<file path="config.mk">
export PLATFORM = sky130hd
export DESIGN_NAME = pm_err_accum
export DESIGN_NICKNAME = d
export VERILOG_FILES = /design/src/rtl/pm_err_pkg.sv /design/src/rtl/pm_err_sel.sv /design/src/rtl/pm_sat_acc.sv /design/src/rtl/pm_reg_rd.sv /design/src/rtl/pm_err_accum.sv
export SDC_FILE = /design/constraint.sdc
export NUM_CORES = 1
export LEC_CHECK = 0
export CORE_UTILIZATION = 58
export CTS_BUF_LIST = sky130_fd_sc_hd__clkbuf_8 sky130_fd_sc_hd__clkbuf_16
export DETAILED_ROUTE_END_ITERATION = 12
export GPL_TIMING_DRIVEN = 0
export PLACE_DENSITY = 0.79
export SYNTH_ARGS = -nofsm -noshare
export SYNTH_HDL_FRONTEND = slang
export SYNTH_SLANG_ARGS = --single-unit
</file>
<file path="constraint.sdc">
create_clock -name clk_i -period 2.2 [get_ports clk_i]
set_input_delay 0.44 -clock clk_i [delete_from_list [all_inputs] [get_ports clk_i]]
set_output_delay 0.44 -clock clk_i [all_outputs]
set_load 0.1 [all_outputs]
</file>
<file path="src/rtl/pm_err_pkg.sv">
package pm_err_pkg;
  typedef enum logic [1:0] {
    FRM_DS3_M13  = 2'd0,
    FRM_DS3_CBIT = 2'd1,
    FRM_E3_G751  = 2'd2,
    FRM_E3_G832  = 2'd3
  } frm_mode_e;

  localparam int unsigned NUM_ACC = 2;
  localparam int unsigned ACC_PAR = 0;
  localparam int unsigned ACC_CP  = 1;
endpackage

</file>
<file path="src/rtl/pm_err_sel.sv">
module pm_err_sel
  import pm_err_pkg::*;
(
  input  logic [1:0] mode_i,
  input  logic       p_bit_err_i,
  input  logic       bip4_err_i,
  input  logic       bip8_err_i,
  input  logic       cp_err_i,
  output logic       par_inc_o,
  output logic       cp_inc_o
);
  always_comb begin
    par_inc_o = 1'b0;
    cp_inc_o  = 1'b0;
    unique case (frm_mode_e'(mode_i))
      FRM_DS3_M13:  par_inc_o = p_bit_err_i;
      FRM_DS3_CBIT: begin
        par_inc_o = p_bit_err_i;
        cp_inc_o  = cp_err_i;
      end
      FRM_E3_G751:  par_inc_o = bip4_err_i;
      FRM_E3_G832:  par_inc_o = bip8_err_i;
      default:      par_inc_o = 1'b0;
    endcase
  end
endmodule

</file>
<file path="src/rtl/pm_sat_acc.sv">
module pm_sat_acc #(
  parameter int unsigned CNT_W = 16
) (
  input  logic             clk_i,
  input  logic             rst_ni,
  input  logic             clr_i,
  input  logic             snap_i,
  input  logic             inc_i,
  output logic [CNT_W-1:0] run_o,
  output logic [CNT_W-1:0] hold_o
);
  localparam logic [CNT_W-1:0] CNT_MAX = '1;

  logic [CNT_W-1:0] run_q, hold_q, base, run_d;

  // restart before adding: a coincident strobe belongs to the new period
  always_comb begin
    base  = clr_i ? '0 : run_q;
    run_d = base;
    if (inc_i && (base != CNT_MAX)) run_d = base + 1'b1;
  end

  always_ff @(posedge clk_i or negedge rst_ni) begin
    if (!rst_ni) begin
      run_q  <= '0;
      hold_q <= '0;
    end else begin
      run_q <= run_d;
      if (snap_i) hold_q <= run_q;
    end
  end

  assign run_o  = run_q;
  assign hold_o = hold_q;
endmodule

</file>
<file path="src/rtl/pm_reg_rd.sv">
module pm_reg_rd #(
  parameter int unsigned          CNT_W    = 16,
  parameter int unsigned          ADDR_W   = 8,
  parameter int unsigned          DATA_W   = 8,
  parameter logic [ADDR_W-1:0]    PAR_BASE = 8'h70,
  parameter logic [ADDR_W-1:0]    CP_BASE  = 8'h72
) (
  input  logic              clk_i,
  input  logic              rst_ni,
  input  logic              rd_en_i,
  input  logic [ADDR_W-1:0] rd_addr_i,
  input  logic [CNT_W-1:0]  par_hold_i,
  input  logic [CNT_W-1:0]  cp_hold_i,
  output logic [DATA_W-1:0] rd_data_o
);
  localparam int unsigned NBYTE = CNT_W / DATA_W;

  logic [DATA_W-1:0] rd_mux;
  logic [DATA_W-1:0] rd_q;

  // byte 0 at the base address is the most significant
  always_comb begin
    rd_mux = '0;
    for (int unsigned i = 0; i < NBYTE; i++) begin
      if (rd_addr_i == PAR_BASE + ADDR_W'(i))
        rd_mux = par_hold_i[CNT_W-1-i*DATA_W -: DATA_W];
      if (rd_addr_i == CP_BASE + ADDR_W'(i))
        rd_mux = cp_hold_i[CNT_W-1-i*DATA_W -: DATA_W];
    end
  end

  always_ff @(posedge clk_i or negedge rst_ni) begin
    if (!rst_ni)      rd_q <= '0;
    else if (rd_en_i) rd_q <= rd_mux;
  end

  assign rd_data_o = rd_q;
endmodule

</file>
<file path="src/rtl/pm_err_accum.sv">
module pm_err_accum
  import pm_err_pkg::*;
#(
  parameter int unsigned       CNT_W    = 16,
  parameter int unsigned       ADDR_W   = 8,
  parameter int unsigned       DATA_W   = 8,
  parameter logic [ADDR_W-1:0] PAR_BASE = 8'h70,
  parameter logic [ADDR_W-1:0] CP_BASE  = 8'h72
) (
  input  logic              clk_i,
  input  logic              rst_ni,
  input  logic [1:0]        mode_i,
  input  logic              p_bit_err_i,
  input  logic              bip4_err_i,
  input  logic              bip8_err_i,
  input  logic              cp_err_i,
  input  logic              sec_tick_i,
  input  logic              rd_en_i,
  input  logic [ADDR_W-1:0] rd_addr_i,
  output logic [DATA_W-1:0] rd_data_o
);
  logic [1:0]  mode_q;
  logic        mode_chg;
  logic        par_inc, cp_inc;
  logic [NUM_ACC-1:0]            inc_vec;
  logic [NUM_ACC-1:0][CNT_W-1:0] run_vec, hold_vec;
  logic [CNT_W-1:0] par_run, cp_run, par_hold, cp_hold;

  always_ff @(posedge clk_i or negedge rst_ni) begin
    if (!rst_ni) mode_q <= FRM_DS3_M13;
    else         mode_q <= mode_i;
  end

  assign mode_chg = (mode_i != mode_q);

  pm_err_sel u_sel (
    .mode_i      (mode_i),
    .p_bit_err_i (p_bit_err_i),
    .bip4_err_i  (bip4_err_i),
    .bip8_err_i  (bip8_err_i),
    .cp_err_i    (cp_err_i),
    .par_inc_o   (par_inc),
    .cp_inc_o    (cp_inc)
  );

  assign inc_vec[ACC_PAR] = par_inc;
  assign inc_vec[ACC_CP]  = cp_inc;

  for (genvar g = 0; g < NUM_ACC; g++) begin : g_acc
    pm_sat_acc #(.CNT_W(CNT_W)) u_acc (
      .clk_i  (clk_i),
      .rst_ni (rst_ni),
      .clr_i  (sec_tick_i | mode_chg),
      .snap_i (sec_tick_i),
      .inc_i  (inc_vec[g]),
      .run_o  (run_vec[g]),
      .hold_o (hold_vec[g])
    );
  end

  assign par_run  = run_vec[ACC_PAR];
  assign cp_run   = run_vec[ACC_CP];
  assign par_hold = hold_vec[ACC_PAR];
  assign cp_hold  = hold_vec[ACC_CP];

  pm_reg_rd #(
    .CNT_W    (CNT_W),
    .ADDR_W   (ADDR_W),
    .DATA_W   (DATA_W),
    .PAR_BASE (PAR_BASE),
    .CP_BASE  (CP_BASE)
  ) u_rd (
    .clk_i      (clk_i),
    .rst_ni     (rst_ni),
    .rd_en_i    (rd_en_i),
    .rd_addr_i  (rd_addr_i),
    .par_hold_i (par_hold),
    .cp_hold_i  (cp_hold),
    .rd_data_o  (rd_data_o)
  );
endmodule

</file>
# Yosys cells after proc, flatten, opt, wreduce, memory -nomap -nowiden
# Cells that the tools add are included.
# W data, S select, Z words.
dict set report op_classes {
  add_sub_neg 2
  n_eq_ne 10
  mux 10
  bitwise 1
  n_reduce_logical 4
}
# op count
set op_table {}
lappend op_table {{$mux W16} 4}
lappend op_table {{$add A16 B1 Y16 const B} 2}
lappend op_table {{$eq A8 B7 Y1 const B} 4}
lappend op_table {{$mux W8} 4}
lappend op_table {{$ne A16 B16 Y1 const B} 2}
lappend op_table {{$eq A2 B2 Y1 const B} 2}
lappend op_table {{$pmux W1 S3} 1}
lappend op_table {{$eq A2 B1 Y1 const B} 1}
lappend op_table {{$logic_and A1 B1 Y1} 2}
lappend op_table {{$logic_not A2 Y1} 1}
lappend op_table {{$ne A2 B2 Y1} 1}
lappend op_table {{$reduce_or A2 Y1} 1}
lappend op_table {{$mux W1} 1}
lappend op_table {{$or A1 B1 Y1} 1}
dict set report word_totals {
  register_bits 74
  output_inout_bits 8
}

# Depth between registers and ports, before layout
dict set report logic_depth {
  depth_word 6
  mapped_depth 6
}

# Cells and area by module
# From an unflattened synthesis, not the netlist that was laid out.
dict set report hier_totals {
  cells_unflattened 311
  hier_area_um2 3767.4
}
# mod instances cells_per_inst area_each_um2 seq_area_each_um2
set by_module_without_submodules {}
lappend by_module_without_submodules {pm_sat_acc 2 120 1482.7 800.8}
lappend by_module_without_submodules {pm_reg_rd 1 62 699.4 200.2}
lappend by_module_without_submodules {pm_err_accum 1 5 73.8 50.0}
lappend by_module_without_submodules {pm_err_sel 1 4 28.8 0.0}

# Worst setup path before layout
# Ideal clock, no wire load.
dict set report synth_path {
  path_type {input -> register}
  startpoint {in mode_i[1]}
  endpoint {reg g_acc[1].u_acc.run_q[11]}
  setup_ns 0.132
  t_arrival_ns 1.604
  required_time_ns 2.068
  slack_ns 0.464
  path_stages 6
  n_path_buf 1
  cell_sequence {nand3b_2 or3_1 buf_2 nor4b_2 xnor2_1 nor2_1}
}
dict set report synth_between {
  elab_chain_len 6
  elab_cells_between_ends 9
  cone_classes {add/sub: 1; eq/ne: 3; mux: 3; bitwise: 1; reduce/logical: 1}
}
# element line
set synth_lines {}
lappend synth_lines {{start, declared} pm_err_accum.sv:12} ;# input logic [1:0] mode_i,
lappend synth_lines {{branches (longest 5 deep; another with $add A16 B1 Y16)} n/a}
lappend synth_lines {{$mux W16 (*)} pm_sat_acc.sv:20} ;# if (inc_i && (base != CNT_MAX)) run_d = base + 1'b1;
lappend synth_lines {{via g_acc[1].u_acc.run_d[11]} pm_sat_acc.sv:14} ;# logic [CNT_W-1:0] run_q, hold_q, base, run_d;
lappend synth_lines {{end signal, assigned} pm_sat_acc.sv:28} ;# run_q <= run_d;
lappend synth_lines {{end, declared} pm_sat_acc.sv:14}
# Mark *: on every way through the listed nets, which the timed path passes.
# A chain may end at the register's enable or synchronous reset.

# Worst setup path after layout
dict set report layout_path {
  startpoint {in mode_i[0]}
  endpoint {reg g_acc[0].u_acc.run_q[3]}
}
dict set report layout_between {
  elab_chain_len 6
  elab_cells_between_ends 13
  cone_classes {add/sub: 1; eq/ne: 5; mux: 3; bitwise: 1; reduce/logical: 3}
}
# element line
set layout_lines {}
lappend layout_lines {{branches (longest 5 deep; another with $add A16 B1 Y16)} n/a}
lappend layout_lines {{$mux W16 (*)} pm_sat_acc.sv:20}
lappend layout_lines {{via g_acc[0].u_acc.run_d[3]} pm_sat_acc.sv:14}
lappend layout_lines {{end signal, assigned} pm_sat_acc.sv:28}
lappend layout_lines {{end, declared} pm_sat_acc.sv:14}
# Marks and branches as above.

==> impl_metrics.py <==
metrics = {
    "power_and_ir_drop": {
        "p_seq_share_pct": 51.2,
        "peakVddDrop_v": 0.000464,
        "comb_power_share_pct": 5.8,
        "internal_power_mw": 2.10,
        "p_leak_nw": 1.77,
        "netSwitchingPower_mw": 0.602,
        "p_clk_share_pct": 43.0,
        "switching_share_pct": 22.3,
        "p_total_mw": 2.70,
        "power_density_nw_per_um2": 677,
    },
    "clock_tree": {
        "cts_hold_buffers": 0,
        "numCtsBuffers": 9,
        "cts_buffer_depth": 2,
        "clkLatencyLatePin_ps": 350,
        "cts_resized": 11,
        "cts_setup_buffers": 0,
        "cts_tree": "yes",
        "root_buffer": "clkbuf_8",
        "htree_levels": 3,
        "clk_pin_slew_worst_paths_ps": 80,
        "cts.sinks": 74,
    },
    "global_route": {
        "grt_pass1_vias": 2366,
        "antenna_found_initial": 0,
        "grt_start_max_net_pins": 44,
        "grtUsageTotal_pct": 25.8,
        "grt_pass1_wl_mm": 11.8,
        "globalRouteOverflowTotal": 0,
    },
    "sta": {
        "timing.final.crit_share_pct": 92.9,
        "finalCriticalPeriod_ps": 2040,
        "setup_viol": 0,
        "relSlewSlack_pct": 35.6,
        "slew_violations": 0,
        "clock_skew_ps": 8.11,
        "final-hold-violation-count": 0,
        "holdWs_ps": 21.5,
        "setup_ws_ps": 156,
        "rsz0062_at_grt": "false",
        "fin_tns_setup_ps": 0,
        "tightest_slew_ps": 970,
        "fmax_mhz": 489,
    },
    "synthesis": {
        "ys_top_cells_by_area": "dfrtp_1, mux2_2, mux4_2, nor2_1, nor3_1",
        "yosysWarningCount": 0,
        "syn_nets": 310,
        "synth_common_cells": "dfrtp_1, mux2_2, nor2_1",
        "synth_area_per_cell_um2": 11.8,
        "synthesis.area_um2": 3450,
        "yosysMostFrequentCell": "dfrtp_1",
        "ys_seq_area_share_pct": 53.7,
        "async_reset_ff_share_pct": 100,
        "synth_flop_cell": "dfrtp_1",
        "synth.distinct_cells": 47,
        "synth_top_area_share_pct": 53.7,
        "ys_ff_latch": 74,
        "synth_area_leader_cell": "dfrtp_1",
        "synth_cells": 292,
        "synth-edff-count": 0,
    },
    "setup_path": {
        "r2r-start": "g_acc[0].u_acc.run_o[0]$_DFF_PN0_",
        "worstPathArrival_ps": 2320,
        "critPathCapture": "g_acc[0].u_acc.run_o[3]$_DFF_PN0_",
        "cp-end-kind": "flop",
        "cp_slowest_cell": "clkdlybuf4s50_1",
        "critical_path_class": "in2reg",
        "slowest_delay_ps": 610,
        "path_depth": 6,
        "r2r-end": "g_acc[0].u_acc.run_o[14]$_DFF_PN0_",
        "startpoint": "mode_i[0]",
        "crit_path_max_fanout": 6,
        "start_kind": "input pin",
        "r2r.worst_path.cells": 5,
        "crit_family": "compound AO/OA/AOI/OAI gates",
        "r2r_slack_ps": 320,
        "crit_buf_inv": 1,
        "cp_cell_sequence": "clkdlybuf4s50_1 > mux2i_1 > a21oi_1 > o31ai_2 > or4_1 > o21ai_1",
        "worstPathRequired_ps": 2470,
    },
    "min_path": {
        "hp-class": "in2async",
    },
    "drt": {
        "routed_via_density": 5.99,
        "ant_nets": 0,
        "drt-initial-drc-count": 166,
        "drc": 0,
        "wl_per_cell_um": 17.6,
        "dr_total_vias": 2409,
        "dr.pass1.iters": 4,
        "totalWireLength_mm": 7.08,
    },
    "floorplan": {
        "start_util_pct": 61.5,
        "chipHeight_um": 79.1,
        "core_area_um2": 5610,
        "die-area_um2": 6260,
        "ios": 26,
        "std_cell_rows": 27,
        "die_w_um": 79.1,
    },
    "cells_and_area": {
        "area_growth_pct": 15.7,
        "design_area_um2": 3990,
        "drive_gt1_share_pct": 21.5,
        "fill_cells": 421,
        "n_antenna_cell": 0,
        "multi_input_area_um2": 1490,
        "regArea_um2": 1850,
        "nets": 343,
    },
    "place": {
        "gp_congestion": 0.787,
        "place_area_um2": 3760,
        "portBuffers": 21,
        "post-place-ws_ps": -597,
        "dp_hpwl_mm": 4.96,
    },
    "outcome": {
        "status": "finished clean",
    },
    "flow_run": {
        "drv_cap": 0,
    },
}
==> flip-flops by register name, indices dropped and copies added, names as in the netlist <==
name / flops
g_acc.u_acc.hold_o: 32
u_rd.rd_data_o: 8
mode_q: 2
g_acc.u_acc.run_o: 32
==> power by group through the flow <==
stage,combinational [mW],sequential [mW],clock [mW]
after detailed placement,0.156,1.41,0
after CTS,0.157,1.38,1.17
after global routing,0.172,1.38,1.22
after floorplan,0.0764,1.41,0
after global placement,0.149,1.41,0
final,0.155,1.38,1.16
==> kinds of logic after synthesis <==
kind of cell,synth area share [%]
flip-flops,53.7
AND/OR/NAND/NOR,15.1
XOR/XNOR,3.56
buffers and inverters,3.45
multiplexers,16.3
AO/OA/AOI/OAI,7.95
==> per-layer routing <==
metal	part of all wire, %	track usage (%)
met5	0	0
met4	1.9	12.7
met2	49	40.4
met3	4.8	4.25
met1	45	35.0
==> layout by cell type, fill, tap and decap left out, types with 2 or more instances in the layout <==
| master | Yosys | final |
|---|---|---|
| mux4_2 | 8 | 8 |
| o22ai_1 | 8 | 8 |
| o21a_1 | 2 | 2 |
| nand4_1 | 2 | 2 |
| mux2_2 | 32 | 32 |
| clkbuf_8 | 0 | 10 |
| nand2_1 | 10 | 10 |
| clkbuf_1 | 9 | 7 |
| a211oi_1 | 3 | 3 |
| xnor2_1 | 5 | 5 |
| a21oi_1 | 10 | 10 |
| a31oi_1 | 3 | 3 |
| nor2_1 | 28 | 28 |
| bufinv_16 | 0 | 2 |
| dfrtp_1 | 74 | 74 |
| dlygate4sd2_1 | 0 | 8 |
| or3_1 | 4 | 4 |
| o211ai_1 | 2 | 2 |
| clkdlybuf4s50_1 | 0 | 12 |
| mux2i_1 | 2 | 2 |
| nor4b_2 | 2 | 2 |
| nor3_1 | 16 | 16 |
| o2111ai_1 | 2 | 2 |
| inv_1 | 19 | 20 |
| and4_1 | 3 | 3 |
| xor2_1 | 9 | 9 |
| nand3_1 | 12 | 12 |
| clkinv_2 | 0 | 2 |
| nand4_4 | 2 | 2 |
| buf_2 | 2 | 4 |
| a41oi_1 | 2 | 2 |
==> through the flow <==
stage | std cells | utilization [%]
2_1_floorplan | 292 | -
3_3_place_gp | 385 | 66.8
3_5_place_dp | 386 | 67.1
4_1_cts | 402 | 71.0
5_1_grt | 402 | 71.1
6_report | 402 | 71.1
==> worst reg2reg max path, cell delays in order (launching register included) <==
cell and delay [ps]:
dfrtp_1 430, and4_1 320, nand4_4 220, nor4_1 520, and3b_1 230, nor3_1 40
==> area by class of cell <==
type                            count  area share [%]
Clock buffer                       10            3.45
Buffer                             12            1.35
Timing Repair Buffer               22            5.46
Inverter                           19            1.79
Tap cell                           72            2.26
Multi-Input combinational cell    187            37.2
Clock inverter                      6            2.04
Sequential cell                    74            46.4
==> worst min path at each step <==
stage / start / end / slack (ps) / depth (start not counted)
final: rst_ni / g_acc[0].u_acc.run_o[7]$_DFF_PN0_ / 20 / 1
after global routing: rst_ni / g_acc[0].u_acc.run_o[7]$_DFF_PN0_ / 50 / 1
after floorplan: rst_ni / g_acc[0].u_acc.hold_o[0]$_DFFE_PN0P_ / 140 / 0
after CTS: rst_ni / g_acc[0].u_acc.run_o[14]$_DFF_PN0_ / 30 / 1
after detailed placement: rst_ni / g_acc[0].u_acc.run_o[15]$_DFF_PN0_ / 400 / 1
after global placement: g_acc[1].u_acc.hold_o[15]$_DFFE_PN0P_ / g_acc[1].u_acc.hold_o[15]$_DFFE_PN0P_ / 490 / 1
No activity file was read; power rests on OpenSTA's default activity.
